### config.mk
export PLATFORM = sky130hd
export DESIGN_NAME = late_alu_hazard_ctl
export DESIGN_NICKNAME = d
export VERILOG_FILES = /design/src/rtl/lah_pkg.sv /design/src/rtl/lah_pipe_track.sv /design/src/rtl/lah_stall_unit.sv /design/src/rtl/lah_fwd_unit.sv /design/src/rtl/late_alu_hazard_ctl.sv
export SDC_FILE = /design/constraint.sdc
export NUM_CORES = 1
export LEC_CHECK = 0
export ABC_AREA = 1
export BUFFER_PORTS_ARGS = -buffer_cell sky130_fd_sc_hd__buf_4
export CELL_PAD_IN_SITES_DETAIL_PLACEMENT = 1
export CELL_PAD_IN_SITES_GLOBAL_PLACEMENT = 2
export CORE_MARGIN = 4
export CORE_UTILIZATION = 33
export CTS_CLUSTER_SIZE = 8
export DETAILED_ROUTE_END_ITERATION = 8
export HOLD_SLACK_MARGIN = 0.05
export PLACE_DENSITY = 0.91
export SETUP_SLACK_MARGIN = 0.4
export SLEW_MARGIN = 20
export SYNTH_ARGS = -nofsm -noshare
export SYNTH_HDL_FRONTEND = slang
export SYNTH_SLANG_ARGS = --single-unit
### constraint.sdc
create_clock -name clk -period 4.2 [get_ports clk]
set_input_delay 0.42 -clock clk [delete_from_list [all_inputs] [get_ports clk]]
set_output_delay 0.42 -clock clk [all_outputs]
set_load 0.01 [all_outputs]
### src/rtl/lah_pkg.sv
package lah_pkg;
  localparam int unsigned RIDX_W = 5;
  localparam int unsigned KIND_W = 2;

  typedef logic [RIDX_W-1:0] ridx_t;

  typedef enum logic [KIND_W-1:0] {
    K_NOP   = 2'd0,
    K_ALU   = 2'd1,
    K_LOAD  = 2'd2,
    K_STORE = 2'd3
  } kind_e;

  typedef struct packed {
    kind_e kind;
    ridx_t dst;
    ridx_t srca;
    ridx_t srcb;
  } slot_t;

  localparam slot_t SLOT_EMPTY = '{kind: K_NOP, dst: '0, srca: '0, srcb: '0};

  function automatic logic produces(kind_e k);
    return (k == K_ALU) || (k == K_LOAD);
  endfunction

  function automatic logic is_mem(kind_e k);
    return (k == K_LOAD) || (k == K_STORE);
  endfunction

  function automatic logic uses_a(kind_e k);
    return k != K_NOP;
  endfunction

  function automatic logic uses_b(kind_e k);
    return (k == K_ALU) || (k == K_STORE);
  endfunction

  // producer slot writes the register a consumer names; register 0 never counts
  function automatic logic dep_hit(slot_t prod, ridx_t src);
    return produces(prod.kind) && (prod.dst == src) && (src != '0);
  endfunction
endpackage

### src/rtl/lah_pipe_track.sv
module lah_pipe_track
  import lah_pkg::*;
(
  input  logic  clk,
  input  logic  rst_n,
  input  logic  stall,
  input  slot_t id_slot,
  output slot_t ac_slot,
  output slot_t xm_slot,
  output slot_t wb_slot,
  output logic  ac_bub
);
  always_ff @(posedge clk) begin
    if (!rst_n) begin
      ac_slot <= SLOT_EMPTY;
      xm_slot <= SLOT_EMPTY;
      wb_slot <= SLOT_EMPTY;
      ac_bub  <= 1'b0;
    end else begin
      ac_slot <= stall ? SLOT_EMPTY : id_slot;
      ac_bub  <= stall;
      xm_slot <= ac_slot;
      wb_slot <= xm_slot;
    end
  end
endmodule

### src/rtl/lah_stall_unit.sv
module lah_stall_unit
  import lah_pkg::*;
(
  input  slot_t id_slot,
  input  slot_t ac_slot,
  output logic  stall
);
  // base register is consumed in stage 3; a stage-3 producer has no result yet
  always_comb begin
    stall = is_mem(id_slot.kind) && dep_hit(ac_slot, id_slot.srca);
  end
endmodule

### src/rtl/lah_fwd_unit.sv
module lah_fwd_unit
  import lah_pkg::*;
#(
  parameter bit LATE_STAGE = 1'b0
)(
  input  slot_t cons,
  input  slot_t prod,
  output logic  fwd_a,
  output logic  fwd_b
);
  logic need_a;
  logic need_b;

  generate
    if (LATE_STAGE) begin : g_late
      // stage 4: only the ALU still reads source A; source B is ALU operand or store data
      assign need_a = (cons.kind == K_ALU);
      assign need_b = uses_b(cons.kind);
    end else begin : g_early
      // stage 3: every operand still travelling toward stage 4
      assign need_a = uses_a(cons.kind);
      assign need_b = uses_b(cons.kind);
    end
  endgenerate

  always_comb begin
    fwd_a = need_a && dep_hit(prod, cons.srca);
    fwd_b = need_b && dep_hit(prod, cons.srcb);
  end
endmodule

### src/rtl/late_alu_hazard_ctl.sv
module late_alu_hazard_ctl
  import lah_pkg::*;
(
  input  logic              clk,
  input  logic              rst_n,
  input  logic [KIND_W-1:0] id_kind,
  input  logic [RIDX_W-1:0] id_dst,
  input  logic [RIDX_W-1:0] id_srca,
  input  logic [RIDX_W-1:0] id_srcb,
  output logic              stall_id,
  output logic              ac_bubble,
  output logic              ac_fwd_a,
  output logic              ac_fwd_b,
  output logic              xm_fwd_a,
  output logic              xm_fwd_b,
  output logic              ac_adder_en,
  output logic              xm_alu_en,
  output logic              xm_mem_en
);
  slot_t id_slot;
  slot_t ac_slot;
  slot_t xm_slot;
  slot_t wb_slot;
  logic  stall_w;
  logic  bub_w;

  // named internal events for the checker
  logic  wb_writes;
  ridx_t wb_dst;

  always_comb begin
    id_slot.kind = kind_e'(id_kind);
    id_slot.dst  = id_dst;
    id_slot.srca = id_srca;
    id_slot.srcb = id_srcb;
  end

  lah_pipe_track u_track (
    .clk     (clk),
    .rst_n   (rst_n),
    .stall   (stall_w),
    .id_slot (id_slot),
    .ac_slot (ac_slot),
    .xm_slot (xm_slot),
    .wb_slot (wb_slot),
    .ac_bub  (bub_w)
  );

  lah_stall_unit u_stall (
    .id_slot (id_slot),
    .ac_slot (ac_slot),
    .stall   (stall_w)
  );

  lah_fwd_unit #(.LATE_STAGE(1'b0)) u_fwd_ac (
    .cons  (ac_slot),
    .prod  (wb_slot),
    .fwd_a (ac_fwd_a),
    .fwd_b (ac_fwd_b)
  );

  lah_fwd_unit #(.LATE_STAGE(1'b1)) u_fwd_xm (
    .cons  (xm_slot),
    .prod  (wb_slot),
    .fwd_a (xm_fwd_a),
    .fwd_b (xm_fwd_b)
  );

  assign wb_writes   = produces(wb_slot.kind);
  assign wb_dst      = wb_slot.dst;
  assign stall_id    = stall_w;
  assign ac_bubble   = bub_w;
  assign ac_adder_en = is_mem(ac_slot.kind);
  assign xm_alu_en   = (xm_slot.kind == K_ALU);
  assign xm_mem_en   = is_mem(xm_slot.kind);
endmodule

Word-level counts from Yosys, hierarchy flattened
Cells that the tools add are included.

word-level totals
  register bits after elaboration = 42
  output and inout bits = 9

operators by class
  equal/unequal tests = 15
  bitwise gates (word level) = 1
  reduce and logical (&&, ||, !) cells = 29

operators with widths
  kind                                                                    number
  5-bit equality test                                                     5
  5-bit nonzero test                                                      5
  1-bit logical AND                                                       15
  2-bit equality test (second input constant)                             7
  1-bit logical OR                                                        7
  2-bit by 1-bit equality test with 1-bit output (second input constant)  3
  2-bit nonzero test                                                      1
  2-bit OR reduction                                                      1
  1-bit inverter                                                          1

Logic depth before layout (Yosys ltp)
Gate-level depths: netlist of run 1.

  depth after elaboration = 6
  gate-level depth with buffers = 10

Hierarchy
Synthesis of run 1 repeated with hierarchy kept, for this count alone.

unflattened totals
  cells, all modules = 327
  area total of the unflattened synthesis = 2223.4 um^2

by module, submodules not included
  module                   times used  cells each  area an instance (um^2)  seq. area each (um^2)
  lah_pipe_track           1           163         1575.3                   1041.0
  lah_fwd_unit (u_fwd_ac)  1           62          246.5                    0.0
  lah_fwd_unit (u_fwd_xm)  1           62          242.7                    0.0
  lah_stall_unit           1           36          143.9                    0.0
  late_alu_hazard_ctl      1           4           15.0                     0.0

Worst setup path after synthesis of run 1
No wires, ideal clock.

  kind = reg-to-output
  start point = register u_track.ac_slot[15] (netlist name)
  end point = output stall_id
  arrival time = 1.175 ns
  required time = 3.780 ns
  setup slack = 2.605 ns
  stages on the path, launching flop included = 9
  buffers on the path = 0
  path through = dfxtp_1 > inv_1 > ha_1 > nand2_1 > a21oi_1 > nand2_1 > nor2_2 > nand3_2 > inv_1

on the way
  longest elaborated chain between the ends = 5
  elaborated cells between the ends (all ways) = 6
  classes of those cells = 2 x eq/ne; 4 x reduce/logical

ends and longest elaborated chain
  item                                                                                          RTL line                   RTL
  2-bit by 1-bit equality test with 1-bit output / 2-bit equality test (equally long branches)  lah_pkg.sv:24              return (k == K_ALU) || (k == K_LOAD);
  1-bit logical OR *                                                                            lah_pkg.sv:24
  1-bit logical AND * (2 in series)                                                             lah_pkg.sv:41              return produces(prod.kind) && (prod.dst == src) && (src != '0);
  1-bit logical AND *                                                                           lah_stall_unit.sv:10       stall = is_mem(id_slot.kind) && dep_hit(ac_slot, id_slot.srca);
  end, declared                                                                                 late_alu_hazard_ctl.sv:10  output logic stall_id,

Every way passes the cells marked *; elsewhere a longest branch is shown, timed or not.

Worst setup path in the final report of run 1
  start point = register u_track.ac_slot[15] (netlist name)
  end point = output stall_id

on the way
  longest elaborated chain between the ends = 5
  elaborated cells between the ends (all ways) = 6
  classes of those cells = 2 x eq/ne; 4 x reduce/logical

ends and longest elaborated chain
  item                                                                                          RTL line
  2-bit by 1-bit equality test with 1-bit output / 2-bit equality test (equally long branches)  lah_pkg.sv:24
  1-bit logical OR *                                                                            lah_pkg.sv:24
  1-bit logical AND * (2 in series)                                                             lah_pkg.sv:41
  1-bit logical AND *                                                                           lah_stall_unit.sv:10

Marks and branches as above.

==> results by group, run 1 <==
Status
  – Status: completed

Setup path
  – Reg-to-reg setup timing slack: 2630 ps
  – Top delay family on crit path: flip-flops
  – Setup CP Type: reg2out
  – Critical path launch point type: flip-flop
  – Buffers plus inverters on the worst setup path: 3
  – Slowest cell on crit path: dfxtp_1
  – Crit. End Element: output port
  – CP Max Fanout: 4
  – Reg2Reg Depth: 9
  – Reg2Reg Launch Point: u_track.ac_slot[15]
  – Reg2reg end: u_track.ac_slot[3]
  – WP data arrival: 1680 ps
  – Critical-path cell list: inv_1 > ha_1 > nand2_1 > a21oi_1 > nand2_1 > nor2_2 > nand3_2 > inv_1 > buf_4
  – WP data required: 3780 ps
  – CP max stage delay: a little under 400 ps

Synthesis
  – Mux cell area share after synthesis: 0%
  – Mapped Cells: 243
  – Post-Synth Adder-Cell Area: 2.87%
  – Largest family of logic cells by synthesized area: simple AND/OR/NAND/NOR gates
  – Seq/Total Area, Yosys: between 40% and 50%
  – Syn Nets: between 200 and 300
  – Yosys warns: 0
  – Xor and xnor fraction of the mapped netlist area: under 10%
  – #FFs+latches synth: 42
  – Mean Syn Cell Area: 7.17 µm²
  – Post-synth cell types: 21
  – Compound-Gate Fraction of Synth Area: 5.17%
  – Simple logic cell fraction of the synthesized area: 23.4%
  – Mapped cell area: 0.00174 mm²

Die
  – # rows: 26
  – IO Pins: 28
  – Core area: 0.00511 mm²
  – DIE HEIGHT: 80.7 µm
  – Initial Utilization: between 30% and 40%
  – Die X: 80.7 µm
  – Die area: 0.00651 mm²

Global routing
  – Largest net degree at the start of global routing: 27
  – Initial antenna violation count: 0
  – All-layer global routing usage: 12.8%
  – Vias in the first global route: 1472
  – Grt ovf: 0
  – First-pass GRT wire length: 6290 µm

Cells and area
  – Final #Nets: between 200 and 300
  – Area delta synth->final: 19.9%
  – Layout cells sized above 1: between 10% and 20%
  – Leading cell type in the layout, fill and taps excluded: inv_1
  – Commonest non-fill, non-tap cells in the layout: 69 x inv_1, 47 x nand2_1, 42 x dfxtp_1, 35 x nor2_1, 27 x buf_4
  – ANT cells: 0
  – Filler cells: between 600 and 700

Clocking
  – Clock sinks: between 40 and 50
  – Post-CTS setup buffers: 0
  – Total CTS buffers: 5
  – TritonCTS clock tree: built
  – Number of hold buffers added after cts: 0
  – Worst-Skew Late Latency: 300 ps
  – H-tree levels: 2
  – Clock Tree Buf Depth: 2
  – Clock-pin slew on the worst setup and hold paths: 80 ps
  – CTS root buffer: clkbuf_8
  – Resized Gates After CTS: 0

Timing
  – Endpoints failing setup: 0
  – Slew margin rel.: 72.2%
  – Final Critical Period: 2100 ps
  – RSZ-0062 raised after global routing: no
  – Fmax: 476 MHz
  – Fin Clk Skew: 8.58 ps
  – Fin crit share: 50.0%
  – Final hold viol count: 0
  – Setup_tns: 0 ps
  – Worst slew pin tran: 414 ps
  – Slew Viols, Final: 0
  – Fin Hold WS: 328 ps

Power
  – Worst IR drop on VDD: 0.189 mV
  – Leakage power: about 1.2 nW
  – P per Cell Area: 363 mW/mm²

Placement
  – Dpl hpwl: 2800 µm
  – Port bufs: 27
  – GPL Wtd Cong: approximately 0.85

Route
  – Vias post-DR: 1413
  – Detailed Route Iter0 Violations: 33
  – WL per Instance: roughly 10 µm
  – Vias/cell: 4.13
  – DRT Pass-1 Iters: 4
  – Final WL: 3580 µm
  – Detail Route Antenna Nets: 0
  – Drt drc: 0

Flow run
  – Number of max-cap violations: 0

Hold path
  – Hold-critical path endpoint: u_track.ac_slot[10]
  – Hold Crit Depth: 3
  – Hold Crit Class: in2reg
  – Hold_sp: id_dst[0]
worst min-delay path: stages:
cell and delay [ps]:
buf_4 70, inv_1 30, nor2_1 80
synth_stat cells:
master	number	area, µm²
nand3_2	1	10.0
nor2_2	1	6.26
and3_1	1	6.26
buf_4	1	7.51
a21oi_1	5	25.0
buf_6	1	11.3
o21ai_0	8	40.0
nand3_1	4	20.0
nor2_1	35	131
clkbuf_1	4	15.0
nand2_4	1	11.3
or2_2	1	6.26
inv_1	69	259
dfxtp_1	42	841
nand4_1	4	25.0
nand2_1	47	176
xor2_1	2	17.5
xnor2_1	5	43.8
ha_1	4	50.1
o22ai_1	4	25.0
nor3_1	3	15.0
how the worst max path moves through the flow:
stage,from,endpoint,slack [ps],depth (start not counted)
2_1_floorplan,u_track.ac_slot[15],stall_id,2610,8
3_3_place_gp,u_track.ac_slot[15],stall_id,2480,9
3_5_place_dp,u_track.ac_slot[15],stall_id,2410,9
4_1_cts,u_track.ac_slot[15],stall_id,2060,9
5_1_grt,u_track.ac_slot[15],stall_id,1940,9
6_report,u_track.ac_slot[15],stall_id,2100,9
registers in the layout, summed over array words and instances, names as in the netlist:
| name | flops |
|---|---|
| u_track.ac_slot | 17 |
| u_track.xm_slot | 17 |
| u_track.ac_bub | 1 |
| u_track.wb_slot | 7 |
metal layers:
layer  routed length [µm]  vias up  track usage (%)
li1                     -      750                -
met5                    0        -                0
met2                 1770       20             22.6
met1                 1580      636             14.3
met3                  168        7             3.92
met4                   64        0             5.07
per-stage QoR:
stage               setup slack, ps  util, %  power [mW]  cells  instance area, µm²
finish                         2100     40.9       0.759    342                2090
global route                   1940     40.9       0.805    342                2090
CTS                            2060     40.9       0.773    342                2090
detailed placement             2410     39.1       0.514    334                2000
global placement               2480     39.1       0.511    334                2000
floorplan                      2610        -       0.484    243                1740
logic make-up (layout without fill, tap and decap cells):
family / after synthesis / count (layout)
flip-flops: 42 / 42
AO/OA/AOI/OAI: 17 / 17
XOR/XNOR: 7 / 7
AND/OR/NAND/NOR: 98 / 98
buffers and inverters: 75 / 104
adder cells (fa/ha/maj): 4 / 4
layout make-up:
class	count	area [µm²]	area share, %
flip-flops and latches	42	841	40.2
multi-input cells	126	609	29.2
inverters	69	259	12.4
repair buffers	27	203	9.70
well taps	70	87.6	4.19
clock buffers	5	68.8	3.29
clock inverters	3	21.3	1.02
report_power, final:
part           leakage, nW  total, mW  internal, mW  switching, mW
registers            0.346      0.429         0.416         0.0128
logic                0.780     0.0738        0.0344         0.0394
clock network       0.0441      0.257         0.117          0.140
No activity file was read; power rests on OpenSTA's default activity.
==> inputs of run 2 (changes only) <==
--- a/config.mk
+++ b/config.mk
@@ -10,11 +10,11 @@
 export CELL_PAD_IN_SITES_DETAIL_PLACEMENT = 1
 export CELL_PAD_IN_SITES_GLOBAL_PLACEMENT = 2
 export CORE_MARGIN = 4
-export CORE_UTILIZATION = 33
+export CORE_UTILIZATION = 28
 export CTS_CLUSTER_SIZE = 8
 export DETAILED_ROUTE_END_ITERATION = 8
 export HOLD_SLACK_MARGIN = 0.05
-export PLACE_DENSITY = 0.91
+export PLACE_DENSITY = 0.83
 export SETUP_SLACK_MARGIN = 0.4
 export SLEW_MARGIN = 20
 export SYNTH_ARGS = -nofsm -noshare
==> constraint.sdc (replaced) <==
create_clock -name clk -period 1.8 [get_ports clk]
set_input_delay 0.18 -clock clk [delete_from_list [all_inputs] [get_ports clk]]
set_output_delay 0.18 -clock clk [all_outputs]
set_load 0.01 [all_outputs]
==> run 2 against run 1 <==
Register-to-register slack worse by 2400 ps; die area increased by 16%; wire length rose by 14%; non-clock buffer count rose by 8; setup slack worse by 2000 ps; sequential power grew 130%.
==> results by group, run 2 (same netlist as run 1, synthesis figures left out) <==
Status
  – Status: completed (unchanged)

Timing
  – Slew margin rel.: 72.5% (was 72.2%)
  – Final Critical Period: 1660 ps
  – Final hold viol count: 0 (unchanged)
  – Fin crit share: 92.2%
  – Endpoints failing setup: 0 (unchanged)
  – Final setup margin: 140 ps (was 2100 ps)
  – Setup_tns: 0 ps (unchanged)
  – Worst slew pin tran: 412 ps (was 414 ps)
  – Fin Clk Skew: 4.86 ps (was 8.58 ps)
  – RSZ-0062 raised after global routing: yes (was no)
  – Slew Viols, Final: 0 (unchanged)
  – Fmax: 603 MHz

Route
  – Detail Route Antenna Nets: 0 (unchanged)
  – Detailed Route Iter0 Violations: 33 (unchanged)
  – Vias post-DR: 1471 (was 1413)
  – Final WL: 4100 µm (was 3580 µm)
  – Vias/cell: 4.12 (was 4.13)
  – DRT Pass-1 Iters: 5 (was 4)
  – WL per Instance: 11.5 µm (was 10.5 µm)
  – Drt drc: 0 (unchanged)

Die
  – Initial Utilization: 29.1% (was 34.1%)
  – # rows: 28 (was 26)
  – IO Pins: 28 (unchanged)
  – Die X: 86.9 µm (was 80.7 µm)
  – Core area: 0.00599 mm² (was 0.00511 mm²)
  – Die area: 0.00755 mm² (was 0.00651 mm²)
  – DIE HEIGHT: 86.9 µm (was 80.7 µm)

Placement
  – Dpl hpwl: 2900 µm (was 2800 µm)
  – DP Worst Slack: 288 ps (was 2410 ps)
  – Placement Cell Area: 0.00201 mm² (was 0.00200 mm²)
  – GPL Wtd Cong: 0.825 (was 0.854)
  – Placed Cells: 339 (was 334)
  – Port bufs: 27 (unchanged)

Clocking
  – Clock sinks: 42 (unchanged)
  – Clock Tree Buf Depth: 2 (unchanged)
  – Total CTS buffers: 5 (unchanged)
  – H-tree levels: 2 (unchanged)
  – Clock-pin slew on the worst setup and hold paths: 80 ps (about the same)
  – TritonCTS clock tree: built (unchanged)
  – Worst-Skew Late Latency: 290 ps (was 300 ps)
  – CTS root buffer: clkbuf_8 (unchanged)

Hold path
  – Hold Crit Class: in2reg (unchanged)

Global routing
  – Initial antenna violation count: 0 (unchanged)
  – Grt ovf: 0 (unchanged)
  – First-pass GRT wire length: 6870 µm (was 6290 µm)
  – Vias in the first global route: 1492 (was 1472)
  – All-layer global routing usage: 11.8% (was 12.8%)
  – Largest net degree at the start of global routing: 28 (was 27)

Power
  – Leakage power: 1.25 nW (was 1.17 nW)
  – Tot Pwr: 1.81 mW (was 0.759 mW)
  – P per Cell Area: 773 mW/mm² (was 363 mW/mm²)
  – Worst IR drop on VDD: 0.400 mV (was 0.189 mV)

Setup path
  – Crit. End Element: output port (unchanged)
  – CP Max Fanout: 4 (unchanged)
  – WP data required: 1620 ps (was 3780 ps)
  – Critical path launch point type: flip-flop (unchanged)
  – Setup CP Type: reg2out (unchanged)
  – WP data arrival: 1480 ps (was 1680 ps)

Cells and area
  – Commonest non-fill, non-tap cells in the layout: 62 x inv_1, 43 x nand2_1, 33 x nor2_1, 32 x dfxtp_1, 30 x buf_4 (was 69 x inv_1, 47 x nand2_1, 42 x dfxtp_1, 35 x nor2_1, 27 x buf_4)
  – Filler cells: 743 (was 676)
  – Post-Layout Cell Count: 357 (was 342)
  – Top Registers: u_track.ac_slot: 17 flops, u_track.xm_slot: 17 flops, u_track.wb_slot: 7 flops (unchanged)
  – Design Area, Final: 0.00234 mm² (was 0.00209 mm²)
  – Area delta synth->final: 34.5% (was 19.9%)
  – Leading cell type in the layout, fill and taps excluded: inv_1 (unchanged)
  – Layout cells sized above 1: 28.0% (was 14.3%)
  – Final #Nets: 304 (was 294)
  – ANT cells: 0 (unchanged)

Flow run
  – Number of max-cap violations: 0 (unchanged)
run 2: cell types whose count changed in the layout (fill, tap and decap cells not counted), sizes merged:
cell	previous run	this run
nand2	48	50
buf	27	35
run 2: where the power goes:
part	internal [mW]	switching [mW]
clock network	0.272	0.329
logic	0.101	0.109
registers	0.967	0.0336
run 2: worst max-delay path, cell delays in order, from the launching register on:
cell	delay (ps)
dfxtp_4	380
ha_2	190
o22ai_1	80
nor2_1	160
nand4_1	100
nor2_1	130
buf_4	140
run 2: path summary, 6_finish.rpt:
check / endpoint / startpoint / slack (ps) / cells after the start
worst max-delay path: ac_fwd_b / u_track.ac_slot[15] / 140 / 6
worst min-delay path: u_track.ac_slot[10] / id_dst[0] / 90 / 3
worst max register to register: u_track.ac_slot[16] / u_track.ac_slot[16] / 240 / 11
worst min register to register: u_track.wb_slot[11] / u_track.xm_slot[11] / 410 / 2
run 2: final cells by class:
type | instances | area, µm² | area share (%)
inverters | 69 | 267 | 11.4
flip-flops and latches | 42 | 866 | 36.9
clock inverters | 3 | 21.3 | 0.908
repair buffers | 35 | 290 | 12.4
well taps | 75 | 93.8 | 4.00
clock buffers | 5 | 68.8 | 2.94
multi-input cells | 128 | 737 | 31.4
run 2: per-stage QoR:
step	utilization, %	hold WS [ps]
floorplan	-	285
finish	39.1	93.8
global route	39.1	93.8
CTS	37.8	88.9
detailed placement	33.5	402
global placement	33.5	393
run 2: layer usage:
layer,global-route usage [%],share of wire [%],up-vias
met3,1.99,3.3,9
li1,-,-,775
met2,20.3,49,22
met4,4.67,2.4,0
met1,14.4,45,665
met5,0,0,-
run 2: timing repair:
action	4_1_cts	5_1_grt
pin swaps	20	12
hold buffers	0	0
endpoints found under the setup margin	23	24
hold endpoints to repair	0	0
buffers inserted	6	2
gates resized for setup	34	14
gates cloned	1	1
==> inputs of run 3 (changes only) <==
--- a/config.mk
+++ b/config.mk
@@ -15,6 +15,7 @@
 export DETAILED_ROUTE_END_ITERATION = 8
 export HOLD_SLACK_MARGIN = 0.05
 export PLACE_DENSITY = 0.83
+export RECOVER_POWER = 100
 export SETUP_SLACK_MARGIN = 0.4
 export SLEW_MARGIN = 20
 export SYNTH_ARGS = -nofsm -noshare
==> run 3 against run 2 <==
Combinational power about the same; final cell count unchanged; power down 0.32%; clock skew up 0.61 ps; sequential power about the same; clock power about the same; global-route usage unchanged; critical path depth unchanged; maximum frequency down 1.5%; die area unchanged; final area down 1.8%; first-iteration DRC count up 9.1%; critical path type unchanged; critical endpoint unchanged; largest cell class unchanged; largest power group unchanged.
==> results by group, run 3 (same netlist as run 1, synthesis figures left out) <==
Status
  – Status: completed (unchanged)

Die
  – Die X: 86.9 µm (unchanged)
  – IO Pins: 28 (unchanged)
  – Die area: 0.00755 mm² (unchanged)
  – DIE HEIGHT: 86.9 µm (unchanged)
  – Core area: 0.00599 mm² (unchanged)
  – Initial Utilization: 29.1% (unchanged)
  – # rows: 28 (unchanged)

Timing
  – Fin Hold WS: 93.5 ps (was 93.8 ps)
  – RSZ-0062 raised after global routing: yes (unchanged)
  – Worst slew pin tran: 808 ps (was 412 ps)
  – Setup_tns: 0 ps (unchanged)
  – Slew margin rel.: 46.2% (was 72.5%)
  – Final hold viol count: 0 (unchanged)
  – Fin crit share: 93.6% (was 92.2%)
  – Fmax: 594 MHz (was 603 MHz)
  – Final Critical Period: 1680 ps (was 1660 ps)
  – Fin Clk Skew: 5.47 ps (was 4.86 ps)
  – Slew Viols, Final: 0 (unchanged)
  – Endpoints failing setup: 0 (unchanged)
  – Final setup margin: 116 ps (was 140 ps)

Clocking
  – CTS root buffer: clkbuf_8 (unchanged)
  – Clock sinks: 42 (unchanged)
  – Number of hold buffers added after cts: 0 (unchanged)
  – Total CTS buffers: 5 (unchanged)
  – TritonCTS clock tree: built (unchanged)
  – Clock-pin slew on the worst setup and hold paths: 80 ps (about the same)
  – Worst-Skew Late Latency: 290 ps (about the same)
  – Clock Tree Buf Depth: 2 (unchanged)
  – H-tree levels: 2 (unchanged)

Hold path
  – Hold Crit Depth: 3 (unchanged)
  – Hold-critical path endpoint: u_track.ac_slot[10] (unchanged)
  – Hold_sp: id_dst[0] (unchanged)
  – Hold Crit Class: in2reg (unchanged)

Power
  – Worst IR drop on VDD: 0.396 mV (was 0.400 mV)
  – Leakage power: 1.22 nW (was 1.25 nW)
  – Tot Pwr: 1.81 mW (about the same)
  – P per Cell Area: 785 mW/mm² (was 773 mW/mm²)

Setup path
  – WP data arrival: 1500 ps (was 1480 ps)
  – Setup CP Type: reg2out (unchanged)
  – Critical path launch point type: flip-flop (unchanged)
  – Reg2Reg Launch Point: u_track.ac_slot[16] (unchanged)
  – Crit. End Element: output port (unchanged)
  – CP Max Fanout: 4 (unchanged)
  – WP data required: 1620 ps (about the same)
  – Reg-to-reg setup timing slack: 170 ps (was 240 ps)
  – Reg2reg end: u_track.ac_slot[8] (was u_track.ac_slot[16])
  – Reg2Reg Depth: 11 (unchanged)

Route
  – Vias/cell: 4.13 (was 4.12)
  – Drt drc: 0 (unchanged)
  – Detail Route Antenna Nets: 0 (unchanged)
  – DRT Pass-1 Iters: 4 (was 5)
  – Detailed Route Iter0 Violations: 36 (was 33)
  – WL per Instance: 11.5 µm (about the same)
  – Final WL: 4100 µm (about the same)
  – Vias post-DR: 1475 (was 1471)

Placement
  – Port bufs: 27 (unchanged)
  – GPL Wtd Cong: 0.825 (unchanged)
  – Dpl hpwl: 2900 µm (unchanged)
  – DP Worst Slack: 288 ps (unchanged)
  – Placement Cell Area: 0.00201 mm² (unchanged)

Global routing
  – Initial antenna violation count: 0 (unchanged)
  – Largest net degree at the start of global routing: 28 (unchanged)
  – First-pass GRT wire length: 6870 µm (unchanged)
  – Vias in the first global route: 1492 (unchanged)
  – All-layer global routing usage: 11.8% (unchanged)
  – Grt ovf: 0 (unchanged)

Cells and area
  – Commonest non-fill, non-tap cells in the layout: 64 x inv_1, 43 x nand2_1, 34 x nor2_1, 33 x dfxtp_1, 24 x buf_4 (was 62 x inv_1, 43 x nand2_1, 33 x nor2_1, 32 x dfxtp_1, 30 x buf_4)
  – ANT cells: 0 (unchanged)
  – Top Registers: u_track.ac_slot: 17 flops, u_track.xm_slot: 17 flops, u_track.wb_slot: 7 flops (unchanged)
  – Layout cells sized above 1: 24.8% (was 28.0%)
  – Area delta synth->final: 32.0% (was 34.5%)
  – Design Area, Final: 0.00230 mm² (was 0.00234 mm²)
  – Final #Nets: 304 (unchanged)
  – Leading cell type in the layout, fill and taps excluded: inv_1 (unchanged)

Flow run
  – Number of max-cap violations: 0 (unchanged)
## run 3: cell types whose count changed in the layout (fill, tap and decap cells not counted), sizes merged
| cell | before | now |
|---|---|---|
| buf | 35 | 29 |
| clkbuf | 5 | 11 |
## run 3: routing by layer
layer / routed length [µm] / global-route usage [%]
met4: 95 / 4.67
met5: 0 / 0
met2: 2040 / 20.3
met1: 1820 / 14.4
met3: 142 / 1.99
## run 3: through the flow
stage / utilization (%) / std cells
final: 38.4 / 357
after global routing: 38.4 / 357
after CTS: 37.8 / 354
after detailed placement: 33.5 / 339
after global placement: 33.5 / 339
after floorplan: - / 243
## run 3: critical path, stage by stage (launching register included)
cell and delay [ps]:
dfxtp_4 380, ha_2 190, o22ai_1 80, nor2_1 160, nand4_1 100, nor2_1 130, clkbuf_1 170
## run 3: repair_timing
| action | CTS | global route |
|---|---|---|
| endpoints found under the hold margin | 0 | 0 |
| setup endpoints to repair | 23 | 24 |
| pin swaps | 20 | 12 |
| resized for setup | 34 | 14 |
| setup buffers | 6 | 2 |
| cloned | 1 | 1 |
## run 3: cell type report
| class | instances | area [µm²] |
|---|---|---|
| clock buffer | 5 | 68.8 |
| fill | 745 | 3690 |
| multi-input combinational | 128 | 734 |
| sequential | 42 | 865 |
| clock inverter | 3 | 21.3 |
| timing repair buffer | 35 | 254 |
| inverter | 69 | 264 |
| tap | 75 | 93.8 |
## run 3: worst max-delay path by stage
stage,from,end,slack (ps)
final,u_track.ac_slot[15],ac_fwd_b,120
after global routing,u_track.ac_slot[15],stall_id,20
after detailed placement,u_track.ac_slot[15],u_track.ac_slot[15],290
after CTS,u_track.ac_slot[16],stall_id,90
after floorplan,u_track.ac_slot[15],u_track.ac_slot[7],390
after global placement,u_track.ac_slot[15],u_track.ac_slot[16],340
## run 3: where the power goes
part           leakage (nW)  switching, mW  internal (mW)
clock network        0.0441          0.326          0.272
registers             0.352         0.0332          0.966
logic                 0.828          0.108         0.0988
total                  1.22          0.468           1.34
